### config.mk
export PLATFORM = sky130hd
export DESIGN_NAME = srlock_top
export DESIGN_NICKNAME = d
export VERILOG_FILES = /design/src/rtl/srlock_pkg.sv /design/src/rtl/srlock_ctrl.sv /design/src/rtl/srlock_dp.sv /design/src/rtl/srlock_top.sv
export SDC_FILE = /design/constraint.sdc
export NUM_CORES = 1
export LEC_CHECK = 0
export BUFFER_PORTS_ARGS = -buffer_cell sky130_fd_sc_hd__buf_2
export CAP_MARGIN = 20
export CORE_ASPECT_RATIO = 0.75
export CORE_UTILIZATION = 40
export DETAILED_ROUTE_END_ITERATION = 7
export GPL_TIMING_DRIVEN = 0
export MAX_ROUTING_LAYER = met4
export PLACE_DENSITY = 0.69
export SYNTH_ARGS = -nofsm -noshare
export SYNTH_HDL_FRONTEND = slang
export SYNTH_SLANG_ARGS = --single-unit
### constraint.sdc
create_clock -name clk -period 4.32 [get_ports clk]
set_clock_uncertainty 0.2 [all_clocks]
set_input_delay 0.864 -clock clk [delete_from_list [all_inputs] [get_ports clk]]
set_output_delay 0.864 -clock clk [all_outputs]
set_load 0.02 [all_outputs]
### src/rtl/srlock_pkg.sv
package srlock_pkg;

  typedef enum logic [1:0] {
    LK_NONE  = 2'd0,
    LK_PIN   = 2'd1,
    LK_POWER = 2'd2,
    LK_PERM  = 2'd3
  } lockKindE;

  typedef struct packed {
    logic commit;
    logic pslSet;
    logic srlSet;
  } srStrobeT;

endpackage

### src/rtl/srlock_ctrl.sv
module srlock_ctrl
  import srlock_pkg::*;
#(
  parameter int PROT_W = 7,
  parameter int BYTE_W = 8,
  parameter logic [BYTE_W-1:0] SEQ_FIRST  = 'hA5,
  parameter logic [BYTE_W-1:0] SEQ_SECOND = 'h5A
) (
  input  logic              clk,
  input  logic              rstN,
  input  logic              wpN,
  input  logic              wrenReq,
  input  logic              wrReq,
  input  logic [PROT_W:0]   wrData,
  input  logic              seqValid,
  input  logic [BYTE_W-1:0] seqByte,
  input  logic [PROT_W-1:0] protCur,
  input  logic              pslCur,
  input  logic              srlCur,
  output srStrobeT          strobe,
  output logic              wel,
  output logic [1:0]        lockMode,
  output logic              wrAck,
  output logic              wrRej
);

  localparam int SRP_BIT = PROT_W - 1;

  lockKindE mode;
  logic     armed;
  logic     protChange;
  logic     refuse;
  logic     seqFire;

  // Lock level, highest precedence first.
  always_comb begin
    if (srlCur)                         mode = LK_PERM;
    else if (pslCur)                    mode = LK_POWER;
    else if (protCur[SRP_BIT] && !wpN)  mode = LK_PIN;
    else                                mode = LK_NONE;
  end

  assign lockMode   = mode;
  assign protChange = (wrData[PROT_W-1:0] != protCur);
  assign refuse     = !wel || ((mode != LK_NONE) && protChange);
  assign seqFire    = seqValid && armed && (seqByte == SEQ_SECOND);

  always_comb begin
    strobe.commit = wrReq && !refuse;
    strobe.pslSet = wrReq && !refuse && wrData[PROT_W];
    strobe.srlSet = seqFire;
  end

  always_ff @(posedge clk or negedge rstN) begin
    if (!rstN) begin
      wel   <= 1'b0;
      armed <= 1'b0;
      wrAck <= 1'b0;
      wrRej <= 1'b0;
    end else begin
      if (wrenReq)      wel <= 1'b1;
      else if (wrReq)   wel <= 1'b0;
      if (seqValid)     armed <= (seqByte == SEQ_FIRST);
      wrAck <= wrReq && !refuse;
      wrRej <= wrReq && refuse;
    end
  end

endmodule

### src/rtl/srlock_dp.sv
module srlock_dp
  import srlock_pkg::*;
#(
  parameter int PROT_W = 7
) (
  input  logic              clk,
  input  logic              rstN,
  input  logic              blankN,
  input  srStrobeT          strobe,
  input  logic [PROT_W-1:0] wrProt,
  output logic [PROT_W-1:0] protQ,
  output logic              pslQ,
  output logic              srlQ
);

  // Non-volatile cells: survive power-on reset, cleared only on blank init.
  always_ff @(posedge clk or negedge blankN) begin
    if (!blankN) begin
      protQ <= '0;
      srlQ  <= 1'b0;
    end else begin
      if (strobe.commit) protQ <= wrProt;
      if (strobe.srlSet) srlQ  <= 1'b1;
    end
  end

  // Volatile power-lock flag: lost on every power-down.
  always_ff @(posedge clk or negedge rstN) begin
    if (!rstN)              pslQ <= 1'b0;
    else if (strobe.pslSet) pslQ <= 1'b1;
  end

endmodule

### src/rtl/srlock_top.sv
module srlock_top
  import srlock_pkg::*;
#(
  parameter int BP_W   = 3,
  parameter int BYTE_W = 8,
  parameter logic [BYTE_W-1:0] SEQ_FIRST  = 'hA5,
  parameter logic [BYTE_W-1:0] SEQ_SECOND = 'h5A,
  localparam int PROT_W = BP_W + 4,
  localparam int DATA_W = PROT_W + 1,
  localparam int ST_W   = PROT_W + 3
) (
  input  logic              clk,
  input  logic              rstN,
  input  logic              blankN,
  input  logic              wpN,
  input  logic              wrenReq,
  input  logic              wrReq,
  input  logic [DATA_W-1:0] wrData,
  input  logic              seqValid,
  input  logic [BYTE_W-1:0] seqByte,
  output logic [ST_W-1:0]   status,
  output logic [1:0]        lockMode,
  output logic              wrAck,
  output logic              wrRej
);

  srStrobeT          strobe;
  logic [PROT_W-1:0] protQ;
  logic              pslQ;
  logic              srlQ;
  logic              wel;

  srlock_ctrl #(
    .PROT_W(PROT_W), .BYTE_W(BYTE_W),
    .SEQ_FIRST(SEQ_FIRST), .SEQ_SECOND(SEQ_SECOND)
  ) u_ctrl (
    .clk(clk), .rstN(rstN), .wpN(wpN),
    .wrenReq(wrenReq), .wrReq(wrReq), .wrData(wrData),
    .seqValid(seqValid), .seqByte(seqByte),
    .protCur(protQ), .pslCur(pslQ), .srlCur(srlQ),
    .strobe(strobe), .wel(wel), .lockMode(lockMode),
    .wrAck(wrAck), .wrRej(wrRej)
  );

  srlock_dp #(.PROT_W(PROT_W)) u_dp (
    .clk(clk), .rstN(rstN), .blankN(blankN),
    .strobe(strobe), .wrProt(wrData[PROT_W-1:0]),
    .protQ(protQ), .pslQ(pslQ), .srlQ(srlQ)
  );

  assign status = {wel, srlQ, pslQ, protQ};

endmodule

Word level (Yosys, flattened, before mapping). Index checks and enable logic that the tools add are counted.

Register bits: 13. Bits of input ports: 23. Output and inout bits: 14. Word-level logic and storage cells: 28.

Equal/unequal tests: 3. Muxes and demuxes: 5. Reduce and logical (&&, ||, !) cells: 13.

Operators with widths (count): 8-bit by 7-bit == test with 1-bit output, second input constant (1); 8-bit == test, second input constant (1); 1-bit logical AND (7); 7-bit != test (1); 2-bit 2-to-1 mux (2); 2-bit nonzero test (2); 1-bit zero test (3); 1-bit 2-to-1 mux (3); 1-bit logical OR (1).

Longest topological paths before layout. Gate-level depths: netlist (run 1).

Depth after elaboration: 11. Depth in mapped cells: 5. Mapped depth without buffers: 4.

Cells and area by module. Synthesis (run 1) repeated with hierarchy kept, for this count alone.

Cell total of the unflattened synthesis: 56. Area total of the unflattened synthesis: 704.4 µm².

By module, submodules not included: srlock_dp (times used 1, cells an instance 19, area an instance 354.1 µm²); srlock_ctrl (times used 1, cells an instance 34, area an instance 327.8 µm²); srlock_top (times used 1, cells an instance 3, area an instance 22.5 µm²).

Least setup slack after synthesis (run 1). OpenSTA, ideal clock, no wires.

Kind: input port to output port. From: in wpN. To: out lockMode[0]. Arrival: 1402 ps. Data required time: 3256 ps. Slack: 1854 ps. Stages: 2. Path buffers: 0. Cell sequence: nand2b_1 o21bai_1.

Word-level cells in the longest chain between the ends: 5.

Ends and longest elaborated chain: from (decl) (line srlock_top.sv:15) `input logic wpN,`; 1-bit zero test (line srlock_ctrl.sv:39) `else if (protCur[SRP_BIT] && !wpN) mode = LK_PIN;`; 1-bit logical AND (line srlock_ctrl.sv:39); 1-bit 2-to-1 mux (line srlock_ctrl.sv:39); 2-bit 2-to-1 mux (line srlock_ctrl.sv:38) `else if (pslCur) mode = LK_POWER;`; 2-bit 2-to-1 mux (line srlock_ctrl.sv:37) `if (srlCur) mode = LK_PERM;`; to (decl) (line srlock_top.sv:22) `output logic [1:0] lockMode,`.

No other way between the ends.

Worst setup path after layout (run 1). Ends and elaborated chain as after synthesis.

==> impl_metrics.env, run 1 <==
export IMPL_dr_wl_met3_um=96
export IMPL_ys_top_cells_by_count="dfrtp_1, mux2_4, xnor2_1, inv_1, buf_4"
export IMPL_cellPowerDensity_nw_per_um2=570
export IMPL_cts_root_buf="clkbuf_4"
export IMPL_r2r_start="u_dp.pslQ"
export IMPL_synth_top_area_share_pct=46.7
export IMPL_setup_viol_count_final=0
export IMPL_cts_buffers=3
export IMPL_ir_drop_uv=344
export IMPL_worstSetupStartpoint="wpN"
export IMPL_layout_min_cycle_time_ns=2.51
export IMPL_cts_tree="done"
export IMPL_vias=563
export IMPL_min_path_type="in -> async"
export IMPL_multi_input_area_um2=323
export IMPL_grt_overflow=0
export IMPL_nFillCells=134
export IMPL_row_count=12
export IMPL_totalNegativeSetupSlack_ns=0
export IMPL_area_growth_pct=33.4
export IMPL_highest_layer="met4"
export IMPL_h_tree_depth=1
export IMPL_slew_violations=0
export IMPL_antenna_cells=0
export IMPL_slowest_delay_ns=0.18
export IMPL_critPathRequiredTime_ns=3.26
export IMPL_crit_top_cell="buf_2"
export IMPL_cp_start_kind="input pin"
export IMPL_wl_met1_um=579
export IMPL_rsz0062_at_grt="false"
export IMPL_path_clk_slew_ns=0.07
export IMPL_via_per_inst=4.85
export IMPL_synthArstFlopShare_pct=100
export IMPL_synth_distinct_cells=23
export IMPL_path_class="in -> out"
export IMPL_clk_path_buf_depth=2
export IMPL_synth_area_leaders="dfrtp_1, mux2_4, xnor2_1"
export IMPL_yosys_warnings=0
export IMPL_hold_viol=0
export IMPL_worst_slew_pin_transition_ns=0.268
export IMPL_yosysMostFrequentCell="dfrtp_1"
export IMPL_ios=37
export IMPL_end_kind="output port"
export IMPL_slew_headroom_pct=81.9
export IMPL_synth_edf_count=0
export IMPL_die_area_um2=1920
export IMPL_crit_slowest_cell="nand2b_1"
export IMPL_antenna_found_initial=0
export IMPL_seq_area_um2=325
export IMPL_die_width_um=50.2
export IMPL_hold_buffers=0
export IMPL_fp_dieH_um=38.2
export IMPL_syn_inst=55
export IMPL_power_leakage_nw=0.502
export IMPL_nNetsFinal=119
export IMPL_grt_pass1_wl_mm=2.28
export IMPL_ys_flop_type="dfrtp_1"
export IMPL_firstDrtPassIters=4
export IMPL_clock_latency_ns=0.27
export IMPL_cp_max_fo=2
export IMPL_syn_area_um2=697
export IMPL_min_period_over_period_pct=58.2
export IMPL_track_usage_pct=17.7
export IMPL_coreArea_um2=1550
export IMPL_routed_wl_mm=1.34
export IMPL_maxCapViolCount=0
export IMPL_worstPathCellList="buf_2, nand2b_1, o21bai_1, buf_2"
export IMPL_status="complete, no violations"
export IMPL_ys_ff_latch=13
export IMPL_hpwl_mm=1.08
export IMPL_drc=0
export IMPL_arrival_ns=1.45
export IMPL_fmax_mhz=398
export IMPL_synth_avg_cell_area_um2=12.7
export IMPL_grt_max_degree=9
export IMPL_routabilityCongestion=0.699
export IMPL_ctsResizeCount=0
export IMPL_wl_met2_um=641
export IMPL_dr_first_iter_drc_count=5
export IMPL_routedWlPerCell_um=11.5
export IMPL_ant_nets=0
export IMPL_yosys_area_top_type="dfrtp_1"
export IMPL_syn_num_nets=78
export IMPL_grt_pass1_vias=541
export IMPL_seq_area_frac_synth_pct=46.7
export IMPL_cts_sinks=13
export IMPL_start_util_pct=45.1
export IMPL_port_buffers=36
export IMPL_drive_gt1_share_pct=55.8
export IMPL_cts_setup_buffers=0
export IMPL_fin_util_pct=60.1
[cells by family after synthesis]
family / count (synthesis) / synth area share (%)
multiplexers: 7 / 15.1
AND/OR/NAND/NOR: 12 / 13.8
XOR/XNOR: 7 / 8.80
AO/OA/AOI/OAI: 8 / 8.62
flip-flops: 13 / 46.7
buffers and inverters: 8 / 7.00
[cell type report]
type                            count  share of cell area, %
Buffer                              4                   3.63
Clock buffer                        4                   2.83
Inverter                            4                   1.62
Multi-Input combinational cell     34                   34.7
Sequential cell                    13                   35.0
Tap cell                           21                   2.83
Timing Repair Buffer               36                   19.4
[sequential cells by signal (all words and copies together) (netlist names)]
register and cells:
u_ctrl.wrRej 1, u_dp.pslQ 1, u_ctrl.wel 1, u_ctrl.armed 1, u_dp.protQ 7, u_dp.srlQ 1, u_ctrl.wrAck 1
[layer usage]
metal | vias to the layer above | global-route usage [%]
met3 | 2 | 7.54
met2 | 22 | 27.0
met4 | 0 | 8.57
li1 | 274 | -
met1 | 265 | 20.3
met5 | - | -
[per-stage QoR]
step / instances / instance area, um^2 / power, mW / hold WS, ns / setup WS [ns]
3_3_place_gp: 112 / 903 / 0.458 / 0.305 / 1.80
3_5_place_dp: 112 / 903 / 0.461 / 0.309 / 1.80
5_1_grt: 116 / 930 / 0.572 / 0.173 / 1.77
4_1_cts: 116 / 930 / 0.537 / 0.187 / 1.80
6_report: 116 / 930 / 0.529 / 0.189 / 1.81
2_1_floorplan: 55 / 697 / 0.386 / 0.277 / 1.85
[power breakdown]
group	total (mW)	internal (mW)	switching, mW
combinational	0.258	0.136	0.123
clock	0.0714	0.0358	0.0356
sequential	0.200	0.163	0.0373
total	0.529	0.334	0.196
[cell usage in the layout, fill, tap and decap left out, drive strengths merged]
cell,count
buf,40
mux2,7
xnor2,7
o22a,1
o21bai,1
a21oi,1
a41o,2
and4b,1
o21ai,2
nand4,1
nand4b,1
or2,1
nand3,2
a21o,1
dfrtp,13
nor4b,1
nand2,1
nor4bb,2
clkbuf,4
nand2b,2
inv,4
[final timing paths]
| path | to | slack [ns] | depth (start not counted) |
|---|---|---|---|
| worst max-delay path | lockMode[0] | 1.81 | 4 |
| worst min-delay path | u_ctrl.wrAck | 0.19 | 1 |
| worst max register to register | u_dp.protQ[2] | 2.54 | 5 |
| worst min register to register | u_dp.srlQ | 0.33 | 1 |
| max in group asynchronous | u_dp.protQ[2] | 3.53 | 1 |
| min in group clk | u_dp.srlQ | 0.33 | 1 |
[critical path, delay by kind of cell]
family	cells	cell delay [ns]
buffers and inverters	2	0.27
AND/OR/NAND/NOR	1	0.18
AO/OA/AOI/OAI	1	0.13
Note: power is estimated with default switching activity, not from simulation.
==> run 2, diff against run 1 <==
--- a/config.mk
+++ b/config.mk
@@ -8,7 +8,7 @@
 export BUFFER_PORTS_ARGS = -buffer_cell sky130_fd_sc_hd__buf_2
 export CAP_MARGIN = 20
 export CORE_ASPECT_RATIO = 0.75
-export CORE_UTILIZATION = 40
+export CORE_UTILIZATION = 38
 export DETAILED_ROUTE_END_ITERATION = 7
 export GPL_TIMING_DRIVEN = 0
 export MAX_ROUTING_LAYER = met4
==> constraint.sdc (replaced) <==
create_clock -name clk -period 2.3 [get_ports clk]
set_clock_uncertainty 0.2 [all_clocks]
set_input_delay 0.46 -clock clk [delete_from_list [all_inputs] [get_ports clk]]
set_output_delay 0.46 -clock clk [all_outputs]
set_load 0.02 [all_outputs]
==> run 2 against run 1 <==
- clock-buffer cell count is the same
- register-to-register slack worse by 2.0 ns
- worst setup slack got worse by 1.3 ns
- die area is 5.0% higher
- global-route usage down 2.5 points
- final cell count increased by 2.6%
- combinational power up 90%
- non-clock buffer count up 2
- largest power group unchanged
==> impl_metrics.env, run 2 (synthesized netlist as in run 1, its figures left out) <==
export IMPL_power_leakage_nw=0.511
export IMPL_grt_pass1_vias=464
export IMPL_cts_root_buf="clkbuf_4"
export IMPL_status="complete, no violations"
export IMPL_coreArea_um2=1720
export IMPL_port_buffers=36
export IMPL_ant_nets=0
export IMPL_min_path_type="in -> reg"
export IMPL_worstPathCellList="nand2b_1, o21bai_1, buf_2"
export IMPL_hold_buffers=2
export IMPL_largest_reg_flops=7
export IMPL_ir_drop_uv=524
export IMPL_min_period_over_period_pct=77.5
export IMPL_hpwl_mm=1.10
export IMPL_arrival_ns=1.12
export IMPL_area_growth_pct=36.4
export IMPL_critPathRequiredTime_ns=1.64
export IMPL_rsz0062_at_grt="false"
export IMPL_slew_headroom_pct=75.2
export IMPL_drive_gt1_share_pct=54.6
export IMPL_cts_setup_buffers=0
export IMPL_vias=553
export IMPL_mostFrequentLayoutCells="buf_2, dfrtp_1, xnor2_1, mux2_4, inv_1"
export IMPL_firstDrtPassIters=4
export IMPL_ios=37
export IMPL_die_area_um2=2010
export IMPL_grt_overflow=0
export IMPL_dr_first_iter_drc_count=7
export IMPL_row_count=13
export IMPL_crit_slowest_cell="dfrtp_1"
export IMPL_h_tree_depth=1
export IMPL_start_util_pct=40.4
export IMPL_via_per_inst=4.65
export IMPL_layout_commonest_cell="buf_2"
export IMPL_routabilityCongestion=0.709
export IMPL_maxCapViolCount=0
export IMPL_end_kind="output port"
export IMPL_cts_sinks=13
export IMPL_grt_pass1_wl_mm=2.01
export IMPL_nNetsFinal=121
export IMPL_cp_start_kind="register"
export IMPL_ctsResizeCount=0
export IMPL_fmax_mhz=561
export IMPL_path_clk_slew_ns=0.07
export IMPL_regMostFlops="u_dp.protQ"
export IMPL_totalNegativeSetupSlack_ns=0
export IMPL_cts_buffers=3
export IMPL_slowest_delay_ns=0.41
export IMPL_path_class="reg -> out"
export IMPL_cts_tree="done"
export IMPL_clk_path_buf_depth=2
export IMPL_power_total_mw=0.999
export IMPL_antenna_cells=0
export IMPL_routedWlPerCell_um=11.6
export IMPL_antenna_found_initial=0
export IMPL_routed_wl_mm=1.38
export IMPL_hold_viol=0
export IMPL_worst_slew_pin_transition_ns=0.367
export IMPL_drc=0
export IMPL_clock_latency_ns=0.26
export IMPL_track_usage_pct=15.3
export IMPL_cellPowerDensity_nw_per_um2=1050
export IMPL_grt_max_degree=9
export IMPL_setup_viol_count_final=0
export IMPL_fp_dieH_um=39.1
export IMPL_die_width_um=51.5
export IMPL_cp_max_fo=4
export IMPL_slew_violations=0
export IMPL_layout_min_cycle_time_ns=1.78
==> run 2: cell type report <==
class / instances / area [um^2]
clock buffer: 4 / 26.3
sequential: 13 / 325
tap: 22 / 27.5
inverter: 4 / 15.0
timing repair buffer: 38 / 200
buffer: 4 / 33.8
fill: 181 / 773
multi-input combinational: 34 / 323
==> run 2: worst max-delay path, delay by kind of cell (launching register included) <==
kind            cells  cell delay [ns]
compound gates      1             0.15
flops               1             0.41
simple gates        1             0.13
buf+inv             1             0.18
==> run 2: final timing paths <==
path | start | end | slack, ns | cells past startpoint
min in group asynchronous | rstN | u_ctrl.wrAck | 0.36 | 2
hold / removal | wrenReq | u_ctrl.wel | 0.18 | 2
max in group asynchronous | blankN | u_dp.srlQ | 1.37 | 2
setup / recovery | u_dp.protQ[6] | lockMode[0] | 0.52 | 3
hold reg to reg | u_ctrl.wel | u_ctrl.wrRej | 0.32 | 1
setup reg to reg | u_dp.srlQ | u_dp.protQ[0] | 0.54 | 5
==> run 2: metal layers <==
| layer | part of all wire [%] | vias up | wire [um] | global-route usage (%) |
|---|---|---|---|---|
| met5 | 0 | - | 0 | - |
| met4 | 1.2 | 0 | 16 | 8.11 |
| met3 | 5.4 | 2 | 74 | 3.53 |
| met2 | 44 | 19 | 613 | 22.1 |
| met1 | 49 | 254 | 675 | 20.0 |
| li1 | - | 278 | - | - |
==> run 2: metrics by stage <==
step | area [um^2] | hold slack [ns] | cells | setup slack (ns) | utilization [%]
finish | 951 | 0.177 | 119 | 0.518 | 55.2
global route | 951 | 0.167 | 119 | 0.439 | 55.2
CTS | 951 | 0.168 | 119 | 0.519 | 55.2
detailed placement | 905 | 0.0754 | 113 | 0.444 | 52.5
global placement | 905 | 0.0759 | 113 | 0.456 | 52.5
floorplan | 697 | -0.0356 | 55 | 0.550 | -
==> run 2: report_power, final <==
| part | leakage (nW) | total, mW | internal, mW | switching [mW] |
|---|---|---|---|---|
| registers | 0.157 | 0.377 | 0.305 | 0.0715 |
| logic | 0.338 | 0.489 | 0.257 | 0.232 |
| clock network | 0.0150 | 0.133 | 0.0669 | 0.0663 |
